`src/rtl/fcs_pkg.sv`:
```
package fcs_pkg;

  // CRC-32 polynomial 0x04C11DB7, bit-reversed for an LSB-first shift register
  localparam logic [31:0] ETH_POLY_LSB_FIRST = 32'hEDB88320;
  localparam logic [31:0] ETH_CRC_PRESET     = 32'hFFFF_FFFF;

  typedef enum logic {
    ST_PASS,
    ST_TAIL
  } fcs_state_e;

endpackage

```
`src/rtl/fcs_crc_accum.sv`:
```
module fcs_crc_accum #(
  parameter int          DATA_W = 8,
  parameter int          CRC_W  = 32,
  parameter logic [31:0] POLY   = fcs_pkg::ETH_POLY_LSB_FIRST,
  parameter logic [31:0] PRESET = fcs_pkg::ETH_CRC_PRESET
) (
  input  logic              clk,
  input  logic              rst,
  input  logic              step,
  input  logic              restart,
  input  logic [DATA_W-1:0] din,
  output logic [CRC_W-1:0]  crc_q
);

  // one stage per input bit, LSB first
  logic [CRC_W-1:0] stage [0:DATA_W];

  assign stage[0] = (restart ? PRESET[CRC_W-1:0] : crc_q) ^ CRC_W'(din);

  generate
    for (genvar b = 0; b < DATA_W; b++) begin : g_bit
      assign stage[b+1] = stage[b][0] ? ((stage[b] >> 1) ^ POLY[CRC_W-1:0])
                                      : (stage[b] >> 1);
    end
  endgenerate

  always_ff @(posedge clk) begin
    if (rst)       crc_q <= PRESET[CRC_W-1:0];
    else if (step) crc_q <= stage[DATA_W];
  end

  // register moves only on an accepted byte
  a_r8_crc_only_on_step: assert property (@(posedge clk) disable iff (rst)
    !step |=> $stable(crc_q));

endmodule

```
`src/rtl/fcs_tail_ctrl.sv`:
```
module fcs_tail_ctrl #(
  parameter int FCS_BYTES = 4,
  parameter int IDX_W     = 2
) (
  input  logic             clk,
  input  logic             rst,
  input  logic             in_valid,
  input  logic             in_eof,
  input  logic             out_free,
  output logic             in_ready,
  output logic             accept,
  output logic             tail_load,
  output logic [IDX_W-1:0] tail_idx,
  output logic             tail_last
);
  import fcs_pkg::*;

  fcs_state_e       state_q;
  logic [IDX_W-1:0] idx_q;

  assign in_ready  = (state_q == ST_PASS) && out_free;
  assign accept    = in_valid && in_ready;
  assign tail_load = (state_q == ST_TAIL) && out_free;
  assign tail_idx  = idx_q;
  assign tail_last = (idx_q == IDX_W'(FCS_BYTES - 1));

  always_ff @(posedge clk) begin
    if (rst) begin
      state_q <= ST_PASS;
      idx_q   <= '0;
    end else begin
      case (state_q)
        ST_PASS: begin
          if (accept && in_eof) begin
            state_q <= ST_TAIL;
            idx_q   <= '0;
          end
        end
        ST_TAIL: begin
          if (tail_load) begin
            idx_q <= idx_q + 1'b1;
            if (tail_last) state_q <= ST_PASS;
          end
        end
        default: state_q <= ST_PASS;
      endcase
    end
  end

  // input is held off in the cycle after an end-of-frame byte is taken
  a_r6_block_after_eof: assert property (@(posedge clk) disable iff (rst)
    (accept && in_eof) |=> !in_ready);

  // no input is taken while check bytes are pending
  a_r6_no_accept_in_tail: assert property (@(posedge clk) disable iff (rst)
    (state_q == ST_TAIL) |-> !accept);

endmodule

```
`src/rtl/fcs_out_reg.sv`:
```
module fcs_out_reg #(
  parameter int DATA_W = 8,
  parameter int CRC_W  = 32,
  parameter int IDX_W  = 2
) (
  input  logic              clk,
  input  logic              rst,
  input  logic              pass_load,
  input  logic [DATA_W-1:0] pass_data,
  input  logic              pass_sof,
  input  logic              tail_load,
  input  logic [CRC_W-1:0]  fcs_value,
  input  logic [IDX_W-1:0]  tail_idx,
  input  logic              tail_last,
  input  logic              out_ready,
  output logic              out_valid,
  output logic [DATA_W-1:0] out_data,
  output logic              out_sof,
  output logic              out_eof
);

  logic [CRC_W-1:0]  fcs_shifted;
  logic [DATA_W-1:0] tail_byte;

  // byte 0 holds the low bits of the LSB-first register, i.e. x31 in bit 0
  assign fcs_shifted = fcs_value >> (int'(tail_idx) * DATA_W);
  assign tail_byte   = fcs_shifted[DATA_W-1:0];

  always_ff @(posedge clk) begin
    if (rst) begin
      out_valid <= 1'b0;
      out_data  <= '0;
      out_sof   <= 1'b0;
      out_eof   <= 1'b0;
    end else if (pass_load) begin
      out_valid <= 1'b1;
      out_data  <= pass_data;
      out_sof   <= pass_sof;
      out_eof   <= 1'b0;
    end else if (tail_load) begin
      out_valid <= 1'b1;
      out_data  <= tail_byte;
      out_sof   <= 1'b0;
      out_eof   <= tail_last;
    end else if (out_ready) begin
      out_valid <= 1'b0;
    end
  end

  // stalled output stays frozen
  a_r7_hold_on_stall: assert property (@(posedge clk) disable iff (rst)
    (out_valid && !out_ready) |=> (out_valid && $stable(out_data) &&
                                   $stable(out_sof) && $stable(out_eof)));

  // a start byte is never the end byte
  a_r5_sof_not_eof: assert property (@(posedge clk) disable iff (rst)
    (out_valid && out_sof) |-> !out_eof);

endmodule

```
`src/rtl/fcs_tail_appender.sv`:
```
module fcs_tail_appender #(
  parameter int DATA_W = 8,
  parameter int CRC_W  = 32
) (
  input  logic              clk,
  input  logic              rst,
  input  logic              in_valid,
  output logic              in_ready,
  input  logic [DATA_W-1:0] in_data,
  input  logic              in_sof,
  input  logic              in_eof,
  output logic              out_valid,
  input  logic              out_ready,
  output logic [DATA_W-1:0] out_data,
  output logic              out_sof,
  output logic              out_eof
);

  localparam int FCS_BYTES = CRC_W / DATA_W;
  localparam int IDX_W     = (FCS_BYTES > 1) ? $clog2(FCS_BYTES) : 1;

  logic             out_free;
  logic             accept;
  logic             tail_load;
  logic [IDX_W-1:0] tail_idx;
  logic             tail_last;
  logic [CRC_W-1:0] crc_q;
  logic [CRC_W-1:0] fcs_value;

  assign out_free  = !out_valid || out_ready;
  assign fcs_value = ~crc_q;

  fcs_crc_accum #(
    .DATA_W (DATA_W),
    .CRC_W  (CRC_W)
  ) u_crc (
    .clk     (clk),
    .rst     (rst),
    .step    (accept),
    .restart (in_sof),
    .din     (in_data),
    .crc_q   (crc_q)
  );

  fcs_tail_ctrl #(
    .FCS_BYTES (FCS_BYTES),
    .IDX_W     (IDX_W)
  ) u_ctrl (
    .clk       (clk),
    .rst       (rst),
    .in_valid  (in_valid),
    .in_eof    (in_eof),
    .out_free  (out_free),
    .in_ready  (in_ready),
    .accept    (accept),
    .tail_load (tail_load),
    .tail_idx  (tail_idx),
    .tail_last (tail_last)
  );

  fcs_out_reg #(
    .DATA_W (DATA_W),
    .CRC_W  (CRC_W),
    .IDX_W  (IDX_W)
  ) u_out (
    .clk       (clk),
    .rst       (rst),
    .pass_load (accept),
    .pass_data (in_data),
    .pass_sof  (in_sof),
    .tail_load (tail_load),
    .fcs_value (fcs_value),
    .tail_idx  (tail_idx),
    .tail_last (tail_last),
    .out_ready (out_ready),
    .out_valid (out_valid),
    .out_data  (out_data),
    .out_sof   (out_sof),
    .out_eof   (out_eof)
  );

  // an accepted byte is on the output one cycle later, unchanged
  a_r2_pass_through: assert property (@(posedge clk) disable iff (rst)
    accept |=> (out_valid && out_data == $past(in_data) &&
                out_sof == $past(in_sof) && !out_eof));

  // reset leaves the output empty and the input open
  a_r1_reset_state: assert property (@(posedge clk)
    $past(rst) |-> (!out_valid && in_ready));

endmodule

```
`config.mk`:
```
export PLATFORM = sky130hd
export DESIGN_NAME = fcs_tail_appender
export DESIGN_NICKNAME = d
export VERILOG_FILES = /design/src/rtl/fcs_pkg.sv /design/src/rtl/fcs_crc_accum.sv /design/src/rtl/fcs_tail_ctrl.sv /design/src/rtl/fcs_out_reg.sv /design/src/rtl/fcs_tail_appender.sv
export SDC_FILE = /design/constraint.sdc
export NUM_CORES = 1
export LEC_CHECK = 0
export BUFFER_PORTS_ARGS = -buffer_cell sky130_fd_sc_hd__clkbuf_2
export CORE_MARGIN = 3
export CORE_UTILIZATION = 55
export DETAILED_ROUTE_END_ITERATION = 10
export PLACE_DENSITY = 0.75
export SYNTH_ARGS = -nofsm -noshare
export SYNTH_HDL_FRONTEND = slang
export SYNTH_SLANG_ARGS = --single-unit
export TNS_END_PERCENT = 1
```
`constraint.sdc`:
```
create_clock -name clk -period 4.7 [get_ports clk]
set_clock_uncertainty 0.05 [all_clocks]
set_input_delay 0.94 -clock clk [delete_from_list [all_inputs] [get_ports clk]]
set_output_delay 0.94 -clock clk [all_outputs]
set_load 0.02 [all_outputs]
```
### Word level (Yosys, flattened, before mapping)

Index checks and enable logic that the tools add are counted.

| word-level totals | value |
|---|---|
| ROM bits | 0 |
| RAM bits | 0 |
| latch bits | 0 |
| bits in registers | 46 |
| logic and storage cells | 56 |
| memories | 0 |

| cells by class | value |
|---|---|
| bitwise gates (word level) | 11 |
| shift operators | 1 |
| mux-type cells | 23 |
| order comparisons | 0 |
| eq/ne operators | 3 |
| $mul | 0 |
| divide/modulo/power cells | 0 |
| reduce and logical (&&, ||, !) cells | 10 |
| $add $sub $neg | 1 |

Operators with widths:

| cell | number |
|---|---|
| $mux W32 | 9 |
| $not A13 Y14 | 8 |
| $not A32 Y32 | 1 |
| $shr A32 B5 Y8 | 1 |
| $xor A32 B8 Y32 | 1 |
| $mux W8 | 2 |
| $mux W1 | 8 |
| $logic_and A1 B1 Y1 | 4 |
| $mux W2 | 2 |
| $ne A2 B2 Y1 const B | 2 |
| $pmux W2 S2 | 1 |
| $reduce_bool A3 Y1 | 1 |
| $add A2 B1 Y2 const B | 1 |
| $eq A2 B2 Y1 const B | 1 |
| $pmux W1 S2 | 1 |
| $reduce_and A2 Y1 | 1 |
| $reduce_bool A2 Y1 | 1 |
| $reduce_or A2 Y1 | 1 |
| $logic_not A1 Y1 | 1 |
| $logic_or A1 B1 Y1 | 1 |
| $not A1 Y1 | 1 |

### Depth between registers and ports, before layout

Gate-level depths: netlist (run 1).

| depth | value |
|---|---|
| word-level depth | 18 |
| depth in mapped cells | 7 |
| gate-level depth less buffers | 6 |

### By module

Synthesis (run 1) repeated with hierarchy kept, for this count alone.

| unflattened totals | value |
|---|---|
| cell total of the unflattened synthesis | 412 |
| area, all modules | 3357.0 um^2 |

By module, submodules not included:

| module | area an instance (um^2) | cells each | instances | sequential area each (um^2) |
|---|---|---|---|---|
| fcs_crc_accum | 2332.2 | 271 | 1 | 640.6 |
| fcs_out_reg | 742.0 | 92 | 1 | 220.2 |
| fcs_tail_ctrl | 156.4 | 16 | 1 | 60.1 |
| fcs_tail_appender | 126.4 | 33 | 1 | 0.0 |

### Worst setup path after synthesis (run 1)

No wires, ideal clock.

| path | value |
|---|---|
| kind | input -> register |
| start | input in_data[0] |
| end | register u_crc.crc_q[20] |
| setup time | 0.122 ns |
| stages | 6 |
| arrival | 2.637 ns |
| setup slack | 1.891 ns |
| path through | buf_6 -> xor2_2 -> xnor2_2 -> xor3_1 -> or4_1 -> o311a_1 |

| on the way | value |
|---|---|
| longest elaborated chain between the ends | 14 |

RTL lines:

| element | RTL line | RTL |
|---|---|---|
| start: declaration | fcs_tail_appender.sv:9 | `input logic [DATA_W-1:0] in_data,` |
| $xor A32 B8 Y32 * | fcs_crc_accum.sv:18 | `assign stage[0] = (restart ? PRESET[CRC_W-1:0] : crc_q) ^ CRC_W'(din);` |
| $mux W32 * | fcs_crc_accum.sv:22 | `assign stage[b+1] = stage[b][0] ? ((stage[b] >> 1) ^ POLY[CRC_W-1:0])` |
| $not A13 Y14 (no source line) | -- |  |
| $mux W32 * (2 in a row) | fcs_crc_accum.sv:22 |  |
| $not A13 Y14 (no source line) | -- |  |
| $mux W32 * | fcs_crc_accum.sv:22 |  |
| $not A13 Y14 (no source line) | -- |  |
| $mux W32 * (2 in a row) | fcs_crc_accum.sv:22 |  |
| $not A13 Y14 (no source line) | -- |  |
| $mux W32 * | fcs_crc_accum.sv:22 |  |
| $not A13 Y14 (no source line) | -- |  |
| $mux W32 * | fcs_crc_accum.sv:22 |  |
| end signal: assignment | fcs_crc_accum.sv:28 | `if (rst) crc_q <= PRESET[CRC_W-1:0];` |
| end signal: assignment | fcs_crc_accum.sv:29 | `else if (step) crc_q <= stage[DATA_W];` |
| end: declaration | fcs_crc_accum.sv:12 | `output logic [CRC_W-1:0] crc_q` |

Every way passes the cells marked *; elsewhere a longest branch is shown, timed or not.
A chain may end at the register's enable or synchronous reset.

### Worst setup path in the final report (run 1)

| path | value |
|---|---|
| start | input in_sof |
| end | register u_crc.crc_q[20] |

| on the way | value |
|---|---|
| longest elaborated chain between the ends | 16 |

RTL lines:

| element | RTL line | RTL |
|---|---|---|
| start: declaration | fcs_tail_appender.sv:10 | `input logic in_sof,` |
| $mux W32 * | fcs_crc_accum.sv:18 |  |
| $xor A32 B8 Y32 * | fcs_crc_accum.sv:18 |  |
| $not A13 Y14 (no source line) | -- |  |
| $mux W32 * | fcs_crc_accum.sv:22 |  |
| $not A13 Y14 (no source line) | -- |  |
| $mux W32 * (2 in a row) | fcs_crc_accum.sv:22 |  |
| $not A13 Y14 (no source line) | -- |  |
| $mux W32 * | fcs_crc_accum.sv:22 |  |
| $not A13 Y14 (no source line) | -- |  |
| $mux W32 * (2 in a row) | fcs_crc_accum.sv:22 |  |
| $not A13 Y14 (no source line) | -- |  |
| $mux W32 * | fcs_crc_accum.sv:22 |  |
| $not A13 Y14 (no source line) | -- |  |
| $mux W32 * | fcs_crc_accum.sv:22 |  |

Marks and branches as above.

==> results.tsv, run 1 <==
stage	metric	value	unit
power_and_ir_drop	power.switching	0.000451	W
clock_tree	cts_resized	0	
clock_tree	ctsHoldBuffers	0	
yosys	synth.area.mux_share	6.24	%
yosys	netlist_instances	321	
placed_design	io_buffers	25	
yosys	syn_area_per_cell	9.18	sq um
setup_path	rr_worst_depth	6	
yosys	synth_fp_nets	336	
floorplanning	fp.dieH	79.2	um
power_and_ir_drop	internal_power	0.000817	W
clock_tree	root_buffer	clkbuf_8	
setup_path	reg2reg_to	u_crc.crc_q[20]$_SDFFE_PP1P_	
floorplanning	start_util	57.3	%
clock_tree	cts_buffers	5	
global_routing	track_usage	22.6	%
detailed_routing	wire_per_inst	15.9	um
timing	rsz0062_at_grt	no	
detailed_routing	drtIter0Drc	178	
timing	period_needed	2940	ps
timing	finalCritPeriodShare	62.5	%
yosys	ys_seq_area_share	31.3	%
clock_tree	cts_setup_buffers	0	
timing	drv_slew	0	
power_and_ir_drop	p_clk_share	19.7	%
power_and_ir_drop	seqPwrFrac	39.1	%
power_and_ir_drop	vdd_drop_max	0.000181	V
cells_and_area	areaGrowthSynthToFinish	5.77	%
timing	worst_pin_slew	962	ps
cells_and_area	drive_gt1_share	16.3	%
yosys	synth_area_leaders	dfxtp_1 31%, xnor2_1 15%, xor2_1 7.1%, nor2_1 7.0%, o211ai_1 6.6%	
yosys	ys.flop_type	dfxtp_1	
yosys	synthAdderAreaFrac	0.425	%
setup_path	setup.worst_path.class	primary input to register	
setup_path	critPathLaunchType	primary input	
cells_and_area	stdcell_area	0.00312	sq mm
global_routing	antenna_found_initial	0	
yosys	synth_warnings	0	
detailed_routing	dr.pass1.iters	4	
clock_tree	insertion_delay	300	ps
cells_and_area	diodes	0	
setup_path	cp.required	4840	ps
global_routing	grt_max_degree	47	
setup_path	endpoint_kind	register	
timing	finalHoldViolCount	0	
detailed_routing	wirelength	6400	um
setup_path	cp.depth	6	
yosys	ys_seq_elements	46	
hold_path	hp-start	u_out.out_sof$_SDFFE_PP0P_	
clock_tree	htree_levels	2	
floorplanning	dieArea	0.00627	sq mm
placed_design	dp_hpwl	4550	um
yosys	yosysTopAreaCell	dfxtp_1	
yosys	synth_compound_area_share	12.3	%
power_and_ir_drop	swShare	35.6	%
setup_path	regToRegStartpoint	u_crc.crc_q[0]$_SDFFE_PP1P_	
power_and_ir_drop	combPwrFrac	41.2	%
global_routing	grt-ovfl-total	0	
run	cap_violations	0	
setup_path	crit_arrival	3080	ps
setup_path	crit_family	XOR/XNOR gates	
setup_path	path_buf_inv	1	
global_routing	grt_pass1_wl	10900	um
clock_tree	clkSinkCount	46	
timing	maxSlewHeadroom	35.8	%
clock_tree	clockBufferDepth	2	
timing	setup_tns	0	ps
timing	fmax	341	MHz
setup_path	crit_slowest_cell	xor3_1	
hold_path	hold_end	u_out.out_sof$_SDFFE_PP0P_	
clock_tree	cts_tree	built	
placed_design	place_area	0.00303	sq mm
power_and_ir_drop	power_density	407	mW/mm^2
global_routing	first_global_vias	2160	
detailed_routing	drc_errors	0	
floorplanning	die_x	79.2	um
hold_path	holdPathStages	2	
floorplanning	core	0.00514	sq mm
placed_design	place_congestion	0.861	
setup_path	slowest_delay	530	ps
floorplanning	io_pins	26	
outcome	outcome	finished, final reports clean	
yosys	yosysUniqueCellTypes	40	
detailed_routing	viasPerCell	5.63	
setup_path	worstPathMaxFanout	27	
power_and_ir_drop	p_leak	1.23	nW
timing	setup_viol	0	
power_and_ir_drop	power.total	0.00127	W
hold_path	hold_class	register to register	
yosys	synth_top_area_share	31.3	%
setup_path	reg2reg_slack	2130	ps
yosys	synthXorXnorAreaFrac	29.7	%
floorplanning	row_count	26	
detailed_routing	drtAntennaViolNets	0	
yosys	yosys.area_share.simple	14.7	%
yosys	synth_top_family_by_area	XOR/XNOR gates	
yosys	synth_edf_count	0	
yosys	syn_area	0.00295	sq mm
setup_path	worstPathCellList	clkbuf_2 -> nor2_2 -> xnor2_2 -> xor3_1 -> or4_1 -> o311a_1	
clock_tree	path_clk_slew	80	ps
yosys	async_flop_share	0	%
detailed_routing	vias	2262	
cells_and_area	fin_nets	346	
sequential cells by signal, summed over array words and instances (netlist names):
register and cells:
u_crc.crc_q 32, u_out.out_eof 1, u_out.out_data 8, u_ctrl.state_q 1, u_ctrl.tail_idx 2, u_out.out_sof 1
u_out.out_valid 1
layout by cell type, fill, tap and decap left out, types with 2 or more instances in the layout:
cell type and n:
buf_4 2, o311ai_0 2, a21oi_1 7, xnor3_1 2, clkbuf_2 25, nand2b_1 2
xnor2_1 50, mux4_2 7, o211ai_1 26, inv_1 3, a221oi_1 8, xor2_1 24
clkbuf_8 6, nand2_1 34, dfxtp_1 46, nand3_1 2, nor2_1 55, and2_1 4
xnor2_2 7
worst max-delay path by stage:
| stage | from | end | slack [ps] |
|---|---|---|---|
| global route | in_sof | u_crc.crc_q[20]$_SDFFE_PP1P_ | 1630 |
| detailed placement | in_sof | u_crc.crc_q[20]$_SDFFE_PP1P_ | 1460 |
| floorplan | in_data[0] | u_crc.crc_q[20]$_SDFFE_PP1P_ | 1890 |
| finish | in_sof | u_crc.crc_q[20]$_SDFFE_PP1P_ | 1760 |
| CTS | in_sof | u_crc.crc_q[20]$_SDFFE_PP1P_ | 1790 |
| global placement | in_sof | u_crc.crc_q[20]$_SDFFE_PP1P_ | 1530 |
per-stage QoR:
stage	setup WS [ps]	hold slack, ps	std cells	util (%)
after floorplan	1890	402	321	-
after global placement	1530	407	394	58.9
after detailed placement	1460	417	394	58.9
after CTS	1790	430	402	60.6
after global routing	1630	465	402	60.6
final	1760	428	402	60.6
worst reg2reg max path, stage by stage, from the launching register on:
cell	delay [ps]
dfxtp_1	590
xnor2_1	200
nor2_2	70
xnor2_2	480
xor3_1	530
or4_1	410
o311a_1	140
power groups by stage:
stage	logic, W	clock network (W)	registers, W
finish	0.000522	0.000250	0.000496
global route	0.000575	0.000272	0.000503
CTS	0.000521	0.000256	0.000495
detailed placement	0.000517	0	0.000504
global placement	0.000514	0	0.000503
floorplan	0.000441	0	0.000489
Yosys cell counts (3+ instances only):
| cell | instances |
|---|---|
| xnor2_2 | 7 |
| buf_6 | 4 |
| xnor2_1 | 50 |
| dfxtp_1 | 46 |
| mux4_2 | 7 |
| o211ai_1 | 26 |
| clkbuf_1 | 7 |
| nand2_1 | 34 |
| buf_2 | 3 |
| a21oi_1 | 7 |
| and2_1 | 4 |
| buf_1 | 7 |
| nor2_1 | 55 |
| a221oi_1 | 8 |
| inv_1 | 3 |
| xor2_1 | 24 |
area by class of cell:
cell class | instances | area, sq um
sequential | 46 | 921
timing repair buffer | 27 | 140
fill | 472 | 2020
inverter | 3 | 11.3
tap | 70 | 87.6
clock inverter | 1 | 5.00
clock buffer | 7 | 86.3
multi-input combinational | 248 | 1870
cells by family after synthesis:
kind of cell             after synthesis
AO/OA/AOI/OAI                         49
XOR/XNOR                              86
adder cells (fa/ha/maj)                1
buffers and inverters                 27
flip-flops                            46
multiplexers                           8
AND/OR/NAND/NOR                      104
routing by layer:
metal / global-route usage, % / share of wire [%]
met5: 0 / 0
met4: 8.76 / 2.1
met2: 34.7 / 46
met3: 4.54 / 6.4
met1: 31.2 / 45
No activity file was read; power rests on OpenSTA's default activity.
==> run 2: changes to the inputs <==
==> constraint.sdc (replaced) <==
create_clock -name clk -period 3 [get_ports clk]
set_clock_uncertainty 0.05 [all_clocks]
set_input_delay 0.6 -clock clk [delete_from_list [all_inputs] [get_ports clk]]
set_output_delay 0.6 -clock clk [all_outputs]
set_load 0.02 [all_outputs]
==> run 2 against run 1 <==
Compared with the run above: register-to-register slack worse by 1600 ps; via count is 0.66% higher; clock-buffer cell count is 2 lower; clock power is 56% higher; combinational power is 61% higher; first-iteration DRC count is 24% lower; cell count is 1.2% higher; final area is 1.6% higher; hold slack better by 1.4 ps; global-route usage is 1.3 points higher; wire length is 9.5% higher; utilization is 0.95 points higher; largest cell class unchanged; largest power group unchanged; highest routed layer unchanged.
==> results.tsv, run 2 (synthesis results as in run 1) <==
stage	metric	value	unit	change
outcome	outcome	finished, final reports clean		unchanged
floorplanning	io_pins	26		unchanged
detailed_routing	drtAntennaViolNets	0		unchanged
global_routing	grt_pass1_wl	11600	um	was 10900 um
clock_tree	cts_setup_buffers	0		unchanged
clock_tree	clkSinkCount	46		unchanged
floorplanning	core	0.00514	sq mm	unchanged
setup_path	setup.worst_path.class	register to register		was primary input to register
power_and_ir_drop	p_leak	1.25	nW	was 1.23 nW
clock_tree	cts_tree	built		unchanged
timing	finalCritPeriodShare	81.4	%	
cells_and_area	diodes	0		unchanged
detailed_routing	wire_per_inst	17.2	um	was 15.9 um
cells_and_area	drive_gt1_share	17.8	%	was 16.3%
floorplanning	die_x	79.2	um	unchanged
placed_design	preCtsSetupSlack	363	ps	was 1460 ps
power_and_ir_drop	power_density	635	mW/mm^2	was 407 mW/mm^2
setup_path	reg2reg_slack	560	ps	was 2130 ps
clock_tree	htree_levels	2		unchanged
timing	fmax	409	MHz	
cells_and_area	nFillCells	463		was 472
timing	worst_pin_slew	737	ps	was 962 ps
timing	finalHoldViolCount	0		unchanged
hold_path	hold_class	register to register		unchanged
global_routing	grt-ovfl-total	0		unchanged
timing	rsz0062_at_grt	no		unchanged
detailed_routing	wirelength	7000	um	was 6400 um
cells_and_area	regMostFlops	u_crc.crc_q		unchanged
detailed_routing	vias	2277		was 2262
placed_design	place_area	0.00308	sq mm	was 0.00303 sq mm
setup_path	critPathLaunchType	register		was primary input
setup_path	worstPathMaxFanout	8		was 27
cells_and_area	fin_nets	351		was 346
setup_path	regToRegStartpoint	u_crc.crc_q[0]$_SDFFE_PP1P_		unchanged
clock_tree	insertion_delay	310	ps	was 300 ps
detailed_routing	drtIter0Drc	136		was 178
placed_design	io_buffers	25		unchanged
cells_and_area	stdcell_area	0.00317	sq mm	was 0.00312 sq mm
power_and_ir_drop	vdd_drop_max	0.000336	V	was 0.000181 V
cells_and_area	largest_register_ff_count	32		unchanged
run	cap_violations	0		unchanged
timing	maxSlewHeadroom	50.8	%	was 35.8%
cells_and_area	mostFrequentLayoutCells	55 x nor2_1, 50 x xnor2_1, 46 x dfxtp_1		unchanged
floorplanning	start_util	57.3	%	unchanged
clock_tree	clockBufferDepth	2		unchanged
setup_path	reg2reg_to	u_crc.crc_q[20]$_SDFFE_PP1P_		unchanged
global_routing	first_global_vias	2266		was 2160
setup_path	rr_worst_depth	6		unchanged
detailed_routing	dr.pass1.iters	4		unchanged
detailed_routing	viasPerCell	5.59		was 5.63
cells_and_area	areaGrowthSynthToFinish	7.43	%	was 5.77%
clock_tree	path_clk_slew	100	ps	was 80 ps
timing	drv_slew	0		unchanged
global_routing	grt_max_degree	46		was 47
setup_path	crit_arrival	2590	ps	was 3080 ps
placed_design	place_congestion	0.875		was 0.861
timing	fin_ws	558	ps	was 1760 ps
setup_path	critPathCapture	u_crc.crc_q[20]$_SDFFE_PP1P_		unchanged
global_routing	antenna_found_initial	0		unchanged
placed_design	dp_hpwl	4930	um	was 4550 um
clock_tree	root_buffer	clkbuf_8		unchanged
timing	period_needed	2440	ps	
timing	setup_tns	0	ps	unchanged
setup_path	endpoint_kind	register		unchanged
global_routing	track_usage	23.9	%	was 22.6%
clock_tree	cts_buffers	5		unchanged
clock_tree	ctsHoldBuffers	0		unchanged
timing	setup_viol	0		unchanged
clock_tree	cts_resized	0		unchanged
floorplanning	dieArea	0.00627	sq mm	unchanged
setup_path	cp.required	3150	ps	was 4840 ps
floorplanning	fp.dieH	79.2	um	unchanged
detailed_routing	drc_errors	0		unchanged
floorplanning	row_count	26		unchanged
setup_path	setup.worst_path.start	u_crc.crc_q[0]$_SDFFE_PP1P_		was in_sof
cells_and_area	mostFrequentLayoutCell	nor2_1		unchanged
## run 2: changes by cell type in the layout (fill, tap and decap cells not counted)
cell,delta
buf_12,+1
buf_4,+4
clkbuf_1,-1
clkbuf_8,-1
clkinv_4,+1
clkinvlp_4,+1
## run 2: where the power goes
group | total [W] | leakage (nW) | switching, W | internal [W]
Clock | 0.000389 | 0.0441 | 0.000225 | 0.000164
Sequential | 0.000779 | 0.381 | 0.0000888 | 0.000691
Combinational | 0.000843 | 0.829 | 0.000426 | 0.000417
Total | 0.00201 | 1.25 | 0.000739 | 0.00127
## run 2: metal layers
metal / vias up / track usage [%] / share of wire, %
li1: 1115 / - / -
met1: 1094 / 32.8 / 46
met2: 60 / 38.0 / 47
met3: 8 / 4.54 / 5.1
met4: 0 / 7.73 / 1.4
met5: - / 0 / 0
## run 2: worst max-delay path, stage by stage (launching register included)
cell	delay [ps]
dfxtp_1	620
xnor2_1	250
nor2_1	170
xor2_1	390
xor3_1	310
or4_1	410
o311a_1	130
## run 2: metrics by stage
step           std cells  hold slack, ps  util, %  total power (W)
3_5_place_dp         399             410     59.8          0.00162
2_1_floorplan        321             402        -          0.00146
5_1_grt              407             455     61.6          0.00213
3_3_place_gp         399             407     59.8          0.00160
6_report             407             429     61.6          0.00201
4_1_cts              407             425     61.6          0.00201
## run 2: worst min path at each step
| stage | start | endpoint | slack (ps) | cells past startpoint |
|---|---|---|---|---|
| after floorplan | u_crc.crc_q[23]$_SDFFE_PP1P_ | u_crc.crc_q[23]$_SDFFE_PP1P_ | 400 | 2 |
| after global placement | u_out.out_eof$_SDFFE_PP0P_ | u_out.out_eof$_SDFFE_PP0P_ | 410 | 2 |
| after detailed placement | u_out.out_eof$_SDFFE_PP0P_ | u_out.out_eof$_SDFFE_PP0P_ | 410 | 2 |
| after CTS | u_out.out_eof$_SDFFE_PP0P_ | u_out.out_eof$_SDFFE_PP0P_ | 420 | 2 |
| after global routing | u_out.out_sof$_SDFFE_PP0P_ | u_out.out_sof$_SDFFE_PP0P_ | 460 | 2 |
| final | u_out.out_eof$_SDFFE_PP0P_ | u_out.out_eof$_SDFFE_PP0P_ | 430 | 2 |
## run 2: final cells by class
cell class / count / area, sq um / area share, %
Multi-Input combinational cell: 248 / 1870 / 58.9
Clock inverter: 3 / 21.3 / 0.672
Clock buffer: 5 / 68.8 / 2.17
Timing Repair Buffer: 32 / 190 / 6.01
Sequential cell: 46 / 921 / 29.1
Inverter: 3 / 11.3 / 0.356
Tap cell: 70 / 87.6 / 2.77
==> run 3: changes to the inputs <==
--- a/config.mk
+++ b/config.mk
@@ -5,11 +5,12 @@
 export SDC_FILE = /design/constraint.sdc
 export NUM_CORES = 1
 export LEC_CHECK = 0
+export ABC_AREA = 1
 export BUFFER_PORTS_ARGS = -buffer_cell sky130_fd_sc_hd__clkbuf_2
 export CORE_MARGIN = 3
 export CORE_UTILIZATION = 55
 export DETAILED_ROUTE_END_ITERATION = 10
-export PLACE_DENSITY = 0.75
+export PLACE_DENSITY = 0.74
 export SYNTH_ARGS = -nofsm -noshare
 export SYNTH_HDL_FRONTEND = slang
 export SYNTH_SLANG_ARGS = --single-unit
==> constraint.sdc (replaced) <==
create_clock -name clk -period 2.3 [get_ports clk]
set_clock_uncertainty 0.05 [all_clocks]
set_input_delay 0.46 -clock clk [delete_from_list [all_inputs] [get_ports clk]]
set_output_delay 0.46 -clock clk [all_outputs]
set_load 0.02 [all_outputs]
==> run 3 against run 2 <==
Compared with the run above: sequential power increased by 23%; critical endpoint is now u_crc.crc_q[18]$_SDFFE_PP1P_; clock-buffer cell count increased by 1; area after synthesis up 13%; critical path depth rose by 5; sequential cell count stayed put; register-to-register slack lost 70 ps; non-clock buffer count grew 9; total power is 19% higher; wire length grew 32%; highest routed layer unchanged; die area up 12%.
==> results.tsv, run 3 <==
stage	metric	value	unit	change
cells_and_area	diodes	0		unchanged
placed_design	place_congestion	0.911		was 0.875
timing	setup_viol	0		unchanged
clock_tree	clkSinkCount	46		unchanged
floorplanning	io_pins	26		unchanged
yosys	synth_common_cells	154 x nand2_1, 55 x inv_1, 46 x dfxtp_1		was 55 x nor2_1, 50 x xnor2_1, 46 x dfxtp_1
global_routing	first_global_vias	3217		was 2266
clock_tree	cts_setup_buffers	0		unchanged
setup_path	worstPathCellList	clkbuf_2 -> buf_4 -> nor2_2 -> nand2_2 -> nand2_4 -> xor2_1 -> nand2_1 -> nand2_2 -> nand3_1 -> nand3_1 -> nand2_1		was xnor2_1 -> nor2_1 -> xor2_1 -> xor3_1 -> or4_1 -> o311a_1
cells_and_area	areaGrowthSynthToFinish	9.74	%	was 7.43%
setup_path	reg2reg_to	u_crc.crc_q[19]$_SDFFE_PP1P_		was u_crc.crc_q[20]$_SDFFE_PP1P_
timing	maxSlewHeadroom	55.8	%	was 50.8%
timing	period_needed	1940	ps	
yosys	ys.flop_type	dfxtp_1		unchanged
global_routing	track_usage	26.8	%	was 23.9%
placed_design	dp_hpwl	6950	um	was 4930 um
detailed_routing	drc_errors	0		unchanged
setup_path	crit_arrival	2090	ps	was 2590 ps
yosys	synth_fp_nets	525		was 336
yosys	async_flop_share	0	%	unchanged
detailed_routing	dr.pass1.iters	4		unchanged
timing	finalHoldViolCount	0		unchanged
power_and_ir_drop	power_density	653	mW/mm^2	was 635 mW/mm^2
hold_path	hold_class	primary input to register		was register to register
global_routing	grt_pass1_wl	15400	um	was 11600 um
detailed_routing	viasPerCell	5.58		was 5.59
floorplanning	core	0.00568	sq mm	was 0.00514 sq mm
clock_tree	ctsHoldBuffers	0		unchanged
yosys	ys_seq_area_share	27.6	%	was 31.3%
yosys	synth_most_common_cell	nand2_1		was nor2_1
detailed_routing	vias	3426		was 2277
placed_design	io_buffers	25		unchanged
yosys	synth_top_area_share	27.6	%	was 31.3%
yosys	syn_area_per_cell	6.55	sq um	was 9.18 sq um
timing	rsz0062_at_grt	no		unchanged
global_routing	grt-ovfl-total	0		unchanged
yosys	ys_seq_elements	46		unchanged
outcome	outcome	finished, final reports clean		unchanged
setup_path	crit_slowest_cell	xor2_1		was dfxtp_1
timing	hold_ws	355	ps	was 429 ps
cells_and_area	mostFrequentLayoutCell	nand2_1		was nor2_1
hold_path	hold_end	u_ctrl.state_q$_SDFF_PP0_		was u_out.out_eof$_SDFFE_PP0P_
setup_path	crit_family	simple AND/OR/NAND/NOR gates		was XOR/XNOR gates
cells_and_area	final_util	64.6	%	was 61.6%
yosys	syn_area	0.00334	sq mm	was 0.00295 sq mm
clock_tree	clockBufferDepth	2		unchanged
floorplanning	start_util	58.9	%	was 57.3%
power_and_ir_drop	p_leak	1.80	nW	was 1.25 nW
detailed_routing	wirelength	9220	um	was 7000 um
timing	setup_tns	0	ps	unchanged
floorplanning	row_count	27		was 26
cells_and_area	drive_gt1_share	17.0	%	was 17.8%
yosys	synth_warnings	0		unchanged
floorplanning	dieArea	0.00705	sq mm	was 0.00627 sq mm
cells_and_area	regMostFlops	u_crc.crc_q		unchanged
yosys	synth_area_leaders	dfxtp_1 28%, nand2_1 17%, inv_1 6.2%, xor2_1 5.8%, a21oi_1 5.4%		was dfxtp_1 31%, xnor2_1 15%, xor2_1 7.1%, nor2_1 7.0%, o211ai_1 6.6%
power_and_ir_drop	power.total	0.00239	W	was 0.00201 W
cells_and_area	largest_register_ff_count	32		unchanged
yosys	yosysTopAreaCell	dfxtp_1		unchanged
detailed_routing	drtAntennaViolNets	0		unchanged
timing	drv_slew	0		unchanged
setup_path	rr_worst_depth	11		was 6
setup_path	endpoint_kind	register		unchanged
floorplanning	fp.dieH	83.9	um	was 79.2 um
clock_tree	cts_buffers	5		unchanged
hold_path	holdPathStages	3		was 2
yosys	synth_edf_count	0		unchanged
yosys	netlist_instances	510		was 321
detailed_routing	wire_per_inst	15.0	um	was 17.2 um
floorplanning	die_x	83.9	um	was 79.2 um
setup_path	critPathLaunchType	primary input		was register
setup_path	regToRegStartpoint	u_crc.crc_q[0]$_SDFFE_PP1P_		unchanged
global_routing	antenna_found_initial	0		unchanged
clock_tree	path_clk_slew	90	ps	was 100 ps
clock_tree	cts_resized	0		unchanged
setup_path	path_buf_inv	2		was 0
cells_and_area	fin_nets	556		was 351
clock_tree	root_buffer	clkbuf_8		unchanged
setup_path	setup.worst_path.class	primary input to register		was register to register
timing	finalCritPeriodShare	84.3	%	
run	cap_violations	0		unchanged
hold_path	hp-start	in_eof		was u_out.out_eof$_SDFFE_PP0P_
clock_tree	htree_levels	2		unchanged
timing	worst_pin_slew	661	ps	was 737 ps
setup_path	worstPathMaxFanout	11		was 8
clock_tree	cts_tree	built		unchanged
setup_path	reg2reg_slack	490	ps	was 560 ps
cells_and_area	mostFrequentLayoutCells	154 x nand2_1, 55 x inv_1, 46 x dfxtp_1		was 55 x nor2_1, 50 x xnor2_1, 46 x dfxtp_1
setup_path	slowest_delay	410	ps	was 620 ps
clock_tree	insertion_delay	300	ps	was 310 ps
setup_path	cp.required	2450	ps	was 3150 ps
global_routing	grt_max_degree	31		was 46
timing	fmax	516	MHz	
yosys	yosysUniqueCellTypes	40		unchanged
power_and_ir_drop	vdd_drop_max	0.000353	V	was 0.000336 V
detailed_routing	drtIter0Drc	229		was 136
==> run 3: worst max path at each step <==
stage | start | end | slack [ps] | depth (start not counted)
floorplan | out_ready | u_crc.crc_q[4]$_SDFFE_PP1P_ | 570 | 10
global route | in_sof | u_crc.crc_q[3]$_SDFFE_PP1P_ | 160 | 9
finish | in_sof | u_crc.crc_q[18]$_SDFFE_PP1P_ | 360 | 11
CTS | in_sof | u_crc.crc_q[18]$_SDFFE_PP1P_ | 390 | 11
global placement | in_sof | u_crc.crc_q[18]$_SDFFE_PP1P_ | 50 | 11
detailed placement | in_sof | u_crc.crc_q[18]$_SDFFE_PP1P_ | 80 | 11
==> run 3: per-stage QoR <==
stage / area [sq um] / cells / setup WS (ps)
6_report: 3670 / 614 / 361
5_1_grt: 3670 / 614 / 161
4_1_cts: 3670 / 614 / 393
3_5_place_dp: 3570 / 606 / 76.0
3_3_place_gp: 3570 / 606 / 53.1
2_1_floorplan: 3340 / 510 / 572
==> run 3: worst reg2reg max path, cell delays in order, from the launching register on <==
cell and delay, ps:
dfxtp_1 350, nor2_1 100, nand2_1 70, nand2_1 90, buf_4 230, nand2_1 120, nand2_4 160, nand2_1 90
nand2_1 190, nand3_1 120, nand3_1 100, nand2_1 50
==> run 3: final cells by class <==
class / count / area, sq um
clock buffers: 6 / 82.6
fillers: 547 / 2010
flip-flops and latches: 46 / 921
well taps: 72 / 90.1
inverters: 62 / 238
multi-input cells: 385 / 2060
repair buffers: 41 / 258
clock inverters: 2 / 12.5
==> run 3: power by group <==
part | internal (W) | switching (W)
Sequential | 0.000883 | 0.0000741
Clock | 0.000242 | 0.000297
Combinational | 0.000321 | 0.000576
==> run 3: kinds of logic after synthesis <==
logic type	count (synthesis)	share of synthesized area (%)
multiplexers	5	1.54
flip-flops	46	27.6
buffers and inverters	79	10.6
adder cells (fa/ha/maj)	1	0.374
AO/OA/AOI/OAI	82	14.3
XOR/XNOR	33	10.6
AND/OR/NAND/NOR	264	35.1
==> run 3: per-layer routing <==
metal | routed length, um | vias up | global-route usage [%]
met5 | 0 | - | 0
met4 | 331 | 0 | 11.5
met3 | 665 | 28 | 4.15
met2 | 4250 | 144 | 44.5
met1 | 3970 | 1577 | 34.2
li1 | - | 1677 | -
